File: config.mk
export PLATFORM = sky130hd
export DESIGN_NAME = gpio_port_bank
export DESIGN_NICKNAME = d
export VERILOG_FILES = /design/src/rtl/gpio_bank_pkg.sv /design/src/rtl/gpio_in_sync.sv /design/src/rtl/gpio_out_latch.sv /design/src/rtl/gpio_p1_owner_mux.sv /design/src/rtl/gpio_port_bank.sv
export SDC_FILE = /design/constraint.sdc
export NUM_CORES = 1
export LEC_CHECK = 0
export ABC_AREA = 1
export BUFFER_PORTS_ARGS = -buffer_cell sky130_fd_sc_hd__buf_2
export CAP_MARGIN = 25
export CORE_UTILIZATION = 46
export CTS_CLUSTER_DIAMETER = 60
export DETAILED_ROUTE_END_ITERATION = 8
export PLACE_DENSITY = 0.84
export RECOVER_POWER = 100
export SYNTH_ARGS = -nofsm -noshare
export SYNTH_HDL_FRONTEND = slang
export SYNTH_SLANG_ARGS = --single-unit
File: constraint.sdc
create_clock -name clk -period 2.9 [get_ports clk]
set_input_delay 0.58 -clock clk [delete_from_list [all_inputs] [get_ports clk]]
set_output_delay 0.58 -clock clk [all_outputs]
set_load 0.05 [all_outputs]
File: src/rtl/gpio_bank_pkg.sv
// Package: shared constants of the GPIO register bank.
// Assumes an 8-bit data bus; the addresses are byte addresses.
package gpio_bank_pkg;
    localparam int DATA_W  = 8;
    localparam int P1_W    = 8;
    localparam int P23_W   = 2;
    localparam int SPI_LO  = 3;
    localparam int SPI_N   = 4;
    localparam int VREG_B  = 2;
    localparam logic [7:0] P1_ADDR = 8'h01;
    localparam logic [7:0] P2_ADDR = 8'h02;
    localparam logic [7:0] P3_ADDR = 8'h03;
endpackage

File: src/rtl/gpio_in_sync.sv
// Module: two-flop synchronizer for pad input levels.
// Assumes that pad inputs are asynchronous and that each bit is synchronized on its own.
module gpio_in_sync #(
    parameter int W = 8
) (
    input  logic         clk,
    input  logic         rst_n,
    input  logic [W-1:0] d,
    output logic [W-1:0] q
);
    logic [W-1:0] s1;
    logic [1:0]   warm;

    // two-stage capture of pad levels
    always_ff @(posedge clk) begin
        if (!rst_n) begin
            s1 <= '0;
            q  <= '0;
        end else begin
            s1 <= d;
            q  <= s1;
        end
    end

    // counts edges since reset, for the checker only
    always_ff @(posedge clk) begin
        if (!rst_n)          warm <= 2'd0;
        else if (warm != 2'd2) warm <= warm + 2'd1;
    end


    sync_delay_chk: assert property (@(posedge clk) disable iff (!rst_n)
        (warm == 2'd2) |-> (q == $past(d, 2)));
endmodule

File: src/rtl/gpio_out_latch.sv
// Module: output latch of one port, loaded by a decoded write strobe.
// Assumes that the strobe is already decoded for this port's address.
module gpio_out_latch #(
    parameter int W = 8
) (
    input  logic         clk,
    input  logic         rst_n,
    input  logic         we,
    input  logic [W-1:0] d,
    output logic [W-1:0] q
);
    // load on write, clear on reset
    always_ff @(posedge clk) begin
        if (!rst_n)  q <= '0;
        else if (we) q <= d;
    end


    latch_load_chk: assert property (@(posedge clk) disable iff (!rst_n)
        we |=> (q == $past(d)));

    latch_hold_chk: assert property (@(posedge clk) disable iff (!rst_n)
        !we |=> $stable(q));
endmodule

File: src/rtl/gpio_p1_owner_mux.sv
// Module: decides who drives each pin of the eight-pin port.
// Bit 7 is always GPIO. Bits 6..3 go to the serial engine per select bit.
// Bit 2 goes to the regulator. Bits 1..0 go to USB, or to the latch in force mode.
// Assumes that the owner inputs are stable in the clock domain of the bank.
module gpio_p1_owner_mux
    import gpio_bank_pkg::*;
(
    input  logic              clk,
    input  logic              rst_n,
    input  logic [P1_W-1:0]   latch,
    input  logic [P1_W-1:0]   gpio_oe,
    input  logic [SPI_N-1:0]  spi_sel,
    input  logic [SPI_N-1:0]  spi_out,
    input  logic [SPI_N-1:0]  spi_oe,
    input  logic              vreg_en,
    input  logic              vreg_drv,
    input  logic              usb_mode,
    input  logic              usb_force,
    input  logic              usb_dp_out,
    input  logic              usb_dm_out,
    input  logic              usb_oe,
    output logic [P1_W-1:0]   pad_out,
    output logic [P1_W-1:0]   pad_oe
);
    // bit 7: always GPIO
    assign pad_out[P1_W-1] = latch[P1_W-1];
    assign pad_oe[P1_W-1]  = gpio_oe[P1_W-1];

    // bits 6..3: per-pin serial-engine ownership
    for (genvar k = 0; k < SPI_N; k++) begin : g_spi
        assign pad_out[SPI_LO+k] = spi_sel[k] ? spi_out[k] : latch[SPI_LO+k];
        assign pad_oe[SPI_LO+k]  = spi_sel[k] ? spi_oe[k]  : gpio_oe[SPI_LO+k];
    end

    // bit 2: regulator overrides GPIO
    always_comb begin
        pad_out[VREG_B] = vreg_en ? vreg_drv : latch[VREG_B];
        pad_oe[VREG_B]  = vreg_en ? 1'b1     : gpio_oe[VREG_B];
    end

    // bits 1..0: GPIO, transceiver, or forced from the latch
    always_comb begin
        if (!usb_mode) begin
            pad_out[1:0] = latch[1:0];
            pad_oe[1:0]  = gpio_oe[1:0];
        end else if (usb_force) begin
            pad_out[1:0] = latch[1:0];
            pad_oe[1:0]  = 2'b11;
        end else begin
            pad_out[1:0] = {usb_dm_out, usb_dp_out};
            pad_oe[1:0]  = {2{usb_oe}};
        end
    end


    vreg_own_chk: assert property (@(posedge clk) disable iff (!rst_n)
        vreg_en |-> (pad_oe[VREG_B] && pad_out[VREG_B] == vreg_drv));

    usb_force_chk: assert property (@(posedge clk) disable iff (!rst_n)
        (usb_mode && usb_force) |-> (pad_oe[1:0] == 2'b11 && pad_out[1:0] == latch[1:0]));

    usb_xcvr_chk: assert property (@(posedge clk) disable iff (!rst_n)
        (usb_mode && !usb_force) |-> (pad_out[1] == usb_dm_out && pad_out[0] == usb_dp_out));

    usb_off_chk: assert property (@(posedge clk) disable iff (!rst_n)
        !usb_mode |-> (pad_out[1:0] == latch[1:0] && pad_oe[1:0] == gpio_oe[1:0]));
endmodule

File: src/rtl/gpio_port_bank.sv
// Module: top of the three-port GPIO register bank.
// Decodes bus writes into the three latches and muxes synchronized pad levels onto the read data.
// Assumes one-cycle write strobes and a read data path that is sampled combinationally.
module gpio_port_bank
    import gpio_bank_pkg::*;
#(
    parameter int ADDR_W = 8
) (
    input  logic              clk,
    input  logic              rst_n,
    input  logic [ADDR_W-1:0] bus_addr,
    input  logic              bus_wr,
    input  logic [DATA_W-1:0] bus_wdata,
    output logic [DATA_W-1:0] bus_rdata,
    input  logic [P1_W-1:0]   p1_pad_in,
    input  logic [P1_W-1:0]   p1_oe,
    output logic [P1_W-1:0]   p1_pad_out,
    output logic [P1_W-1:0]   p1_pad_oe,
    input  logic [P23_W-1:0]  p2_pad_in,
    input  logic [P23_W-1:0]  p2_oe,
    output logic [P23_W-1:0]  p2_pad_out,
    output logic [P23_W-1:0]  p2_pad_oe,
    input  logic [P23_W-1:0]  p3_pad_in,
    input  logic [P23_W-1:0]  p3_oe,
    output logic [P23_W-1:0]  p3_pad_out,
    output logic [P23_W-1:0]  p3_pad_oe,
    input  logic [SPI_N-1:0]  spi_sel,
    input  logic [SPI_N-1:0]  spi_out,
    input  logic [SPI_N-1:0]  spi_oe,
    input  logic              vreg_en,
    input  logic              vreg_drv,
    input  logic              usb_mode,
    input  logic              usb_force,
    input  logic              usb_dp_out,
    input  logic              usb_dm_out,
    input  logic              usb_oe
);
    localparam logic [ADDR_W-1:0] A1 = ADDR_W'(P1_ADDR);
    localparam logic [ADDR_W-1:0] A2 = ADDR_W'(P2_ADDR);
    localparam logic [ADDR_W-1:0] A3 = ADDR_W'(P3_ADDR);
    localparam int PAD_W = DATA_W - P23_W;

    logic [P1_W-1:0]  p1_q, p1_sync;
    logic [P23_W-1:0] p2_q, p3_q, p2_sync, p3_sync;
    logic             we1, we2, we3;

    // write strobe decode
    assign we1 = bus_wr && (bus_addr == A1);
    assign we2 = bus_wr && (bus_addr == A2);
    assign we3 = bus_wr && (bus_addr == A3);

    gpio_out_latch #(.W(P1_W))  u_l1 (.clk(clk), .rst_n(rst_n), .we(we1), .d(bus_wdata),          .q(p1_q));
    gpio_out_latch #(.W(P23_W)) u_l2 (.clk(clk), .rst_n(rst_n), .we(we2), .d(bus_wdata[P23_W-1:0]), .q(p2_q));
    gpio_out_latch #(.W(P23_W)) u_l3 (.clk(clk), .rst_n(rst_n), .we(we3), .d(bus_wdata[P23_W-1:0]), .q(p3_q));

    gpio_in_sync #(.W(P1_W))  u_s1 (.clk(clk), .rst_n(rst_n), .d(p1_pad_in), .q(p1_sync));
    gpio_in_sync #(.W(P23_W)) u_s2 (.clk(clk), .rst_n(rst_n), .d(p2_pad_in), .q(p2_sync));
    gpio_in_sync #(.W(P23_W)) u_s3 (.clk(clk), .rst_n(rst_n), .d(p3_pad_in), .q(p3_sync));

    gpio_p1_owner_mux u_mux (
        .clk(clk), .rst_n(rst_n), .latch(p1_q), .gpio_oe(p1_oe),
        .spi_sel(spi_sel), .spi_out(spi_out), .spi_oe(spi_oe),
        .vreg_en(vreg_en), .vreg_drv(vreg_drv),
        .usb_mode(usb_mode), .usb_force(usb_force),
        .usb_dp_out(usb_dp_out), .usb_dm_out(usb_dm_out), .usb_oe(usb_oe),
        .pad_out(p1_pad_out), .pad_oe(p1_pad_oe)
    );

    // small ports are pure GPIO
    assign p2_pad_out = p2_q;
    assign p2_pad_oe  = p2_oe;
    assign p3_pad_out = p3_q;
    assign p3_pad_oe  = p3_oe;

    // read data select from synchronized pad levels
    always_comb begin
        unique case (bus_addr)
            A1:      bus_rdata = p1_sync;
            A2:      bus_rdata = {{PAD_W{1'b0}}, p2_sync};
            A3:      bus_rdata = {{PAD_W{1'b0}}, p3_sync};
            default: bus_rdata = '0;
        endcase
    end


    rsvd_zero_chk: assert property (@(posedge clk) disable iff (!rst_n)
        (bus_addr == A2 || bus_addr == A3) |-> (bus_rdata[DATA_W-1:P23_W] == '0));

    unmapped_zero_chk: assert property (@(posedge clk) disable iff (!rst_n)
        !(bus_addr == A1 || bus_addr == A2 || bus_addr == A3) |-> (bus_rdata == '0));
endmodule

# After elaboration in Yosys (flattened, before gate mapping)
# Cells that the tools add are included.
[totals]
reg_bits = 36
[classes]
n_mux = 15
eq_ne = 3
reduce_logical = 3
[op_table]
columns = ["op", "count"]
rows = [
  ["case mux 8 bit (3 select lines)", 1],
  ["equality test 8 x 2 -> 1 bit, second input constant", 2],
  ["2-to-1 mux 1 bit", 10],
  ["equality test 8 x 1 -> 1 bit, second input constant", 1],
  ["2-to-1 mux 2 bit", 4],
  ["logical AND 1 bit", 3],
]

# Longest topological paths before layout
[logic_depth]
word_depth = 2
mapped_depth = 7

# Cells and area by module
# A second synthesis with hierarchy kept.
[hier_totals]
cells_unflattened = 242
area_unflattened_um2 = 1684.1
[by_module_without_submodules]
columns = ["module", "cells_per_inst", "instances", "area_per_inst_um2", "seq_area_each_um2"]
rows = [
  ["gpio_in_sync at u_s1", 50, 1, 484.2, 320.3],
  ["gpio_out_latch at u_l1", 51, 1, 356.6, 160.2],
  ["gpio_port_bank", 49, 1, 277.8, 0.0],
  ["gpio_in_sync at u_s2 ...", 12, 2, 110.1, 80.1],
  ["gpio_p1_owner_mux", 44, 1, 190.2, 0.0],
  ["gpio_out_latch at u_l2 ...", 12, 2, 77.6, 40.0],
]

# Worst setup path before layout
# No wires, ideal clock.
[synth_path]
kind = "input -> output"
from = "in bus_addr[5]"
to = "out bus_rdata[2]"
cell_stages = 5
n_path_buf = 0
t_required_ns = 2.320
setup_slack_ns = 0.569
t_arrival_ns = 1.751
path_cell_list = "nor2_1 -> nand2_2 -> nor2_8 -> inv_1 -> nor2_1"
[synth_via]
elab_chain_len = 2
[synth_lines]
columns = ["element", "line_no", "source"]
rows = [
  ["from (decl)", "gpio_port_bank.sv:11", "input logic [ADDR_W-1:0] bus_addr,"],
  ["equality test 8 x 2 -> 1 bit / equality test 8 x 1 -> 1 bit (equally long branches)", "gpio_port_bank.sv:77", "unique case (bus_addr)"],
  ["case mux 8 bit (3 select lines) (*)", "gpio_port_bank.sv:77", ""],
  ["to (decl)", "gpio_port_bank.sv:14", "output logic [DATA_W-1:0] bus_rdata,"],
]
# Every way passes the cells marked *; elsewhere a longest branch is shown, timed or not.

# Final worst setup path
[layout_path]
from = "in bus_addr[5]"
to = "out bus_rdata[3]"
# Same word-level chain as after synthesis.

==> results.yml <==
critical_path:
  cp_slowest_cell: "clkbuf_1"
  critPathKind: "primary input to output pin"
  cp.depth: 7
  critPathArrivalTime_ns: 1.74
  path_cells: "buf_2 -> nor2_1 -> nand2_2 -> nor2_8 -> inv_1 -> nor2_1 -> clkbuf_1"
  start_kind: "primary input"
  critical_path.top_delay_family: "buffers and inverters"
  crit_buf_inv: 3
  crit_fanout: 6
  cpMostUsedCell: "nor2_1"
  max_stage_delay_ns: 0.47
  worstReg2RegStart: "u_l2.q[1]$_SDFFE_PN0P_"
  r2r_slack_ns: 2.29
  worstReg2RegEnd: "u_l2.q[1]$_SDFFE_PN0P_"
  cp_data_required_time_ns: 2.32
  ff2ff_path_depth: 2
  startpoint: "bus_addr[5]"
  cp-endpoint: "bus_rdata[3]"
  cp-end-kind: "output pin"
logic_synthesis:
  synth_cell_types: 16
  synth.cell_area_mm2: 0.00156
  seq_area_frac_synth_pct: 46.2
  syn-num-nets: 271
  ys_ff_latch: 36
  syn_inst: 209
  synthesis.yosys.warnings: 0
  syn_area_per_cell_um2: 7.47
floorplanning:
  die_y_um: 60.3
  initial_core_util_pct: 49.9
  fp.dieW_um: 60.3
  die_area_mm2: 0.00363
  row_count: 20
  core_area_mm2: 0.00313
  ios: 94
cts:
  clock_latency_ns: 0.32
  ctsResizeCount: 0
  cts_buffer_depth: 2
  cts.sinks: 36
  htreeDepth: 2
  clk_pin_slew_ns: 0.10
  ctsHoldBuffers: 0
  numCtsBuffers: 5
  cts_tree: "done"
  cts.root.buffer_cell: "clkbuf_4"
  postCtsSetupRepairBufs: 0
sta:
  fmax_mhz: 431
  rsz0062_at_grt: "no"
  finalHoldViolCount: 0
  setup_violations: 0
  tns_ns: 0
  final.period_utilization_pct: 79.9
  finalCriticalPeriod_ns: 2.32
  skew_ns: 0.00386
  maxSlewViolCount: 0
  tightest_slew_ns: 1.37
  relSlewSlack_pct: 8.72
route:
  routed_wirelength_mm: 2.68
  drt-met1-wl_mm: 1.13
  wl_per_cell_um: 8.10
  final_antenna_net_count: 0
  viasPerCell: 4.20
  firstDrtPassIters: 4
  routed.top_layer: "met4"
  met2WireLength_mm: 1.28
  route.vias.total: 1390
  wl_met3_um: 232
  drt_iter0_markers: 68
  drc: 0
place:
  port_buffers: 83
  dp_hpwl_mm: 2.05
  gp_congestion: 0.730
  placed_cells: 324
power:
  power.density_mw_per_mm2: 453
  power_leakage_uw: 0.00111
  ir_drop_v: 0.000278
global_routing:
  first_global_vias: 1057
  grt.total_usage_pct: 15.0
  grt-ovfl-total: 0
  antenna_found_initial: 0
  grt_max_degree: 37
  grt_pass1_wl_mm: 3.99
finish:
  syn_to_final_growth_pct: 26.1
  fill_cells: 297
  fin_nets: 349
  n_antenna_cell: 0
  final_cells: 331
  layout-drive-gt1-share_pct: 29.3
job:
  drv_cap: 0
worst_hold_path:
  hold_class: "flip-flop to flip-flop"
status:
  status: "finished, final reports clean"
-- state kept, by name (all words and copies together) (netlist names) --
name and count:
u_l3.q 2, u_s3.q 2, u_l2.q 2, u_s2.s1 2, u_s3.s1 2, u_s2.q 2
u_s1.q 8, u_s1.s1 8, u_l1.q 8
-- worst register-to-register path: stages, from the launching register on --
cell and delay, ns:
dfxtp_1 0.34, a21oi_1 0.11, nor2_1 0.06
-- cells by family (layout without fill, tap and decap cells) --
family	after synthesis	count (layout)	synth area share [%]
AO/OA/AOI/OAI	15	15	4.81
multiplexers	11	11	7.93
buffers and inverters	58	136	16.3
AND/OR/NAND/NOR	89	89	24.8
flip-flops	36	36	46.2
-- cells in the mapped netlist --
cell       n  area, um2
inv_1     45        169
nand3_1   14       70.1
mux2_2    11        124
o21ai_0    3       15.0
buf_4      6       45.0
nor2_8     1       20.0
nor2_1    20       75.1
nor2_2     5       31.3
buf_2      2       10.0
dfxtp_1   36        721
or2_2      1       6.26
nand2_1   46        173
buf_8      1       15.0
nand2_2    2       12.5
a21oi_1   12       60.1
clkbuf_1   4       15.0
-- layout make-up --
| type | instances | area [um2] | share of cell area, % |
|---|---|---|---|
| clock buffer | 5 | 37.5 | 1.91 |
| clock inverter | 2 | 12.5 | 0.635 |
| inverter | 45 | 169 | 8.58 |
| multi-input combinational | 115 | 584 | 29.7 |
| sequential | 36 | 721 | 36.6 |
| tap | 44 | 55.1 | 2.80 |
| timing repair buffer | 84 | 390 | 19.8 |
-- stage by stage --
stage / total power [uW] / cell area [um2] / hold slack, ns / util [%] / setup slack, ns
floorplan: 638 / 1560 / 0.386 / - / 0.569
global placement: 670 / 1950 / 0.394 / 62.5 / 0.764
detailed placement: 673 / 1950 / 0.395 / 62.5 / 0.732
CTS: 909 / 2000 / 0.415 / 64.1 / 0.731
global route: 945 / 1970 / 0.419 / 63.0 / 0.409
finish: 893 / 1970 / 0.416 / 63.0 / 0.582
-- layer usage --
metal	vias to the layer above	GRT usage [%]
met5	-	0
met4	0	7.31
met3	5	4.33
met2	59	28.7
met1	557	14.4
li1	769	-
-- how the worst min path moves through the flow --
stage	endpoint	cells after the start	slack, ns	from
floorplan	u_s1.q[1]$_SDFF_PN0_	2	0.39	u_s1.s1[1]$_SDFF_PN0_
global placement	u_s1.q[1]$_SDFF_PN0_	2	0.39	u_s1.s1[1]$_SDFF_PN0_
detailed placement	u_s1.q[1]$_SDFF_PN0_	2	0.39	u_s1.s1[1]$_SDFF_PN0_
CTS	u_s1.q[7]$_SDFF_PN0_	2	0.41	u_s1.s1[7]$_SDFF_PN0_
global route	u_s1.s1[6]$_SDFF_PN0_	3	0.42	p1_pad_in[6]
finish	u_s1.q[7]$_SDFF_PN0_	2	0.42	u_s1.s1[7]$_SDFF_PN0_
-- report_power, final --
part / leakage (uW) / total [uW] / internal [uW] / switching, uW
Clock: 0.0000271 / 236 / 88.3 / 148
Sequential: 0.000295 / 514 / 510 / 3.63
Combinational: 0.000791 / 144 / 52.7 / 90.9
-- cells in the final DEF (no fill, tap or decap) --
cell,synthesis,routed
dfxtp_1,36,36
nor2_1,20,21
a21oi_1,12,12
nand2_1,46,46
buf_4,6,1
clkbuf_1,4,26
o21ai_0,3,3
nand3_1,14,14
inv_1,45,45
clkinvlp_4,0,1
clkbuf_4,0,5
mux2_2,11,11
buf_2,2,57
nor2_8,1,1
clkinv_2,0,1
or2_2,1,1
nor2_2,5,4
nand2_2,2,2
(Power assumes the default switching activity.)
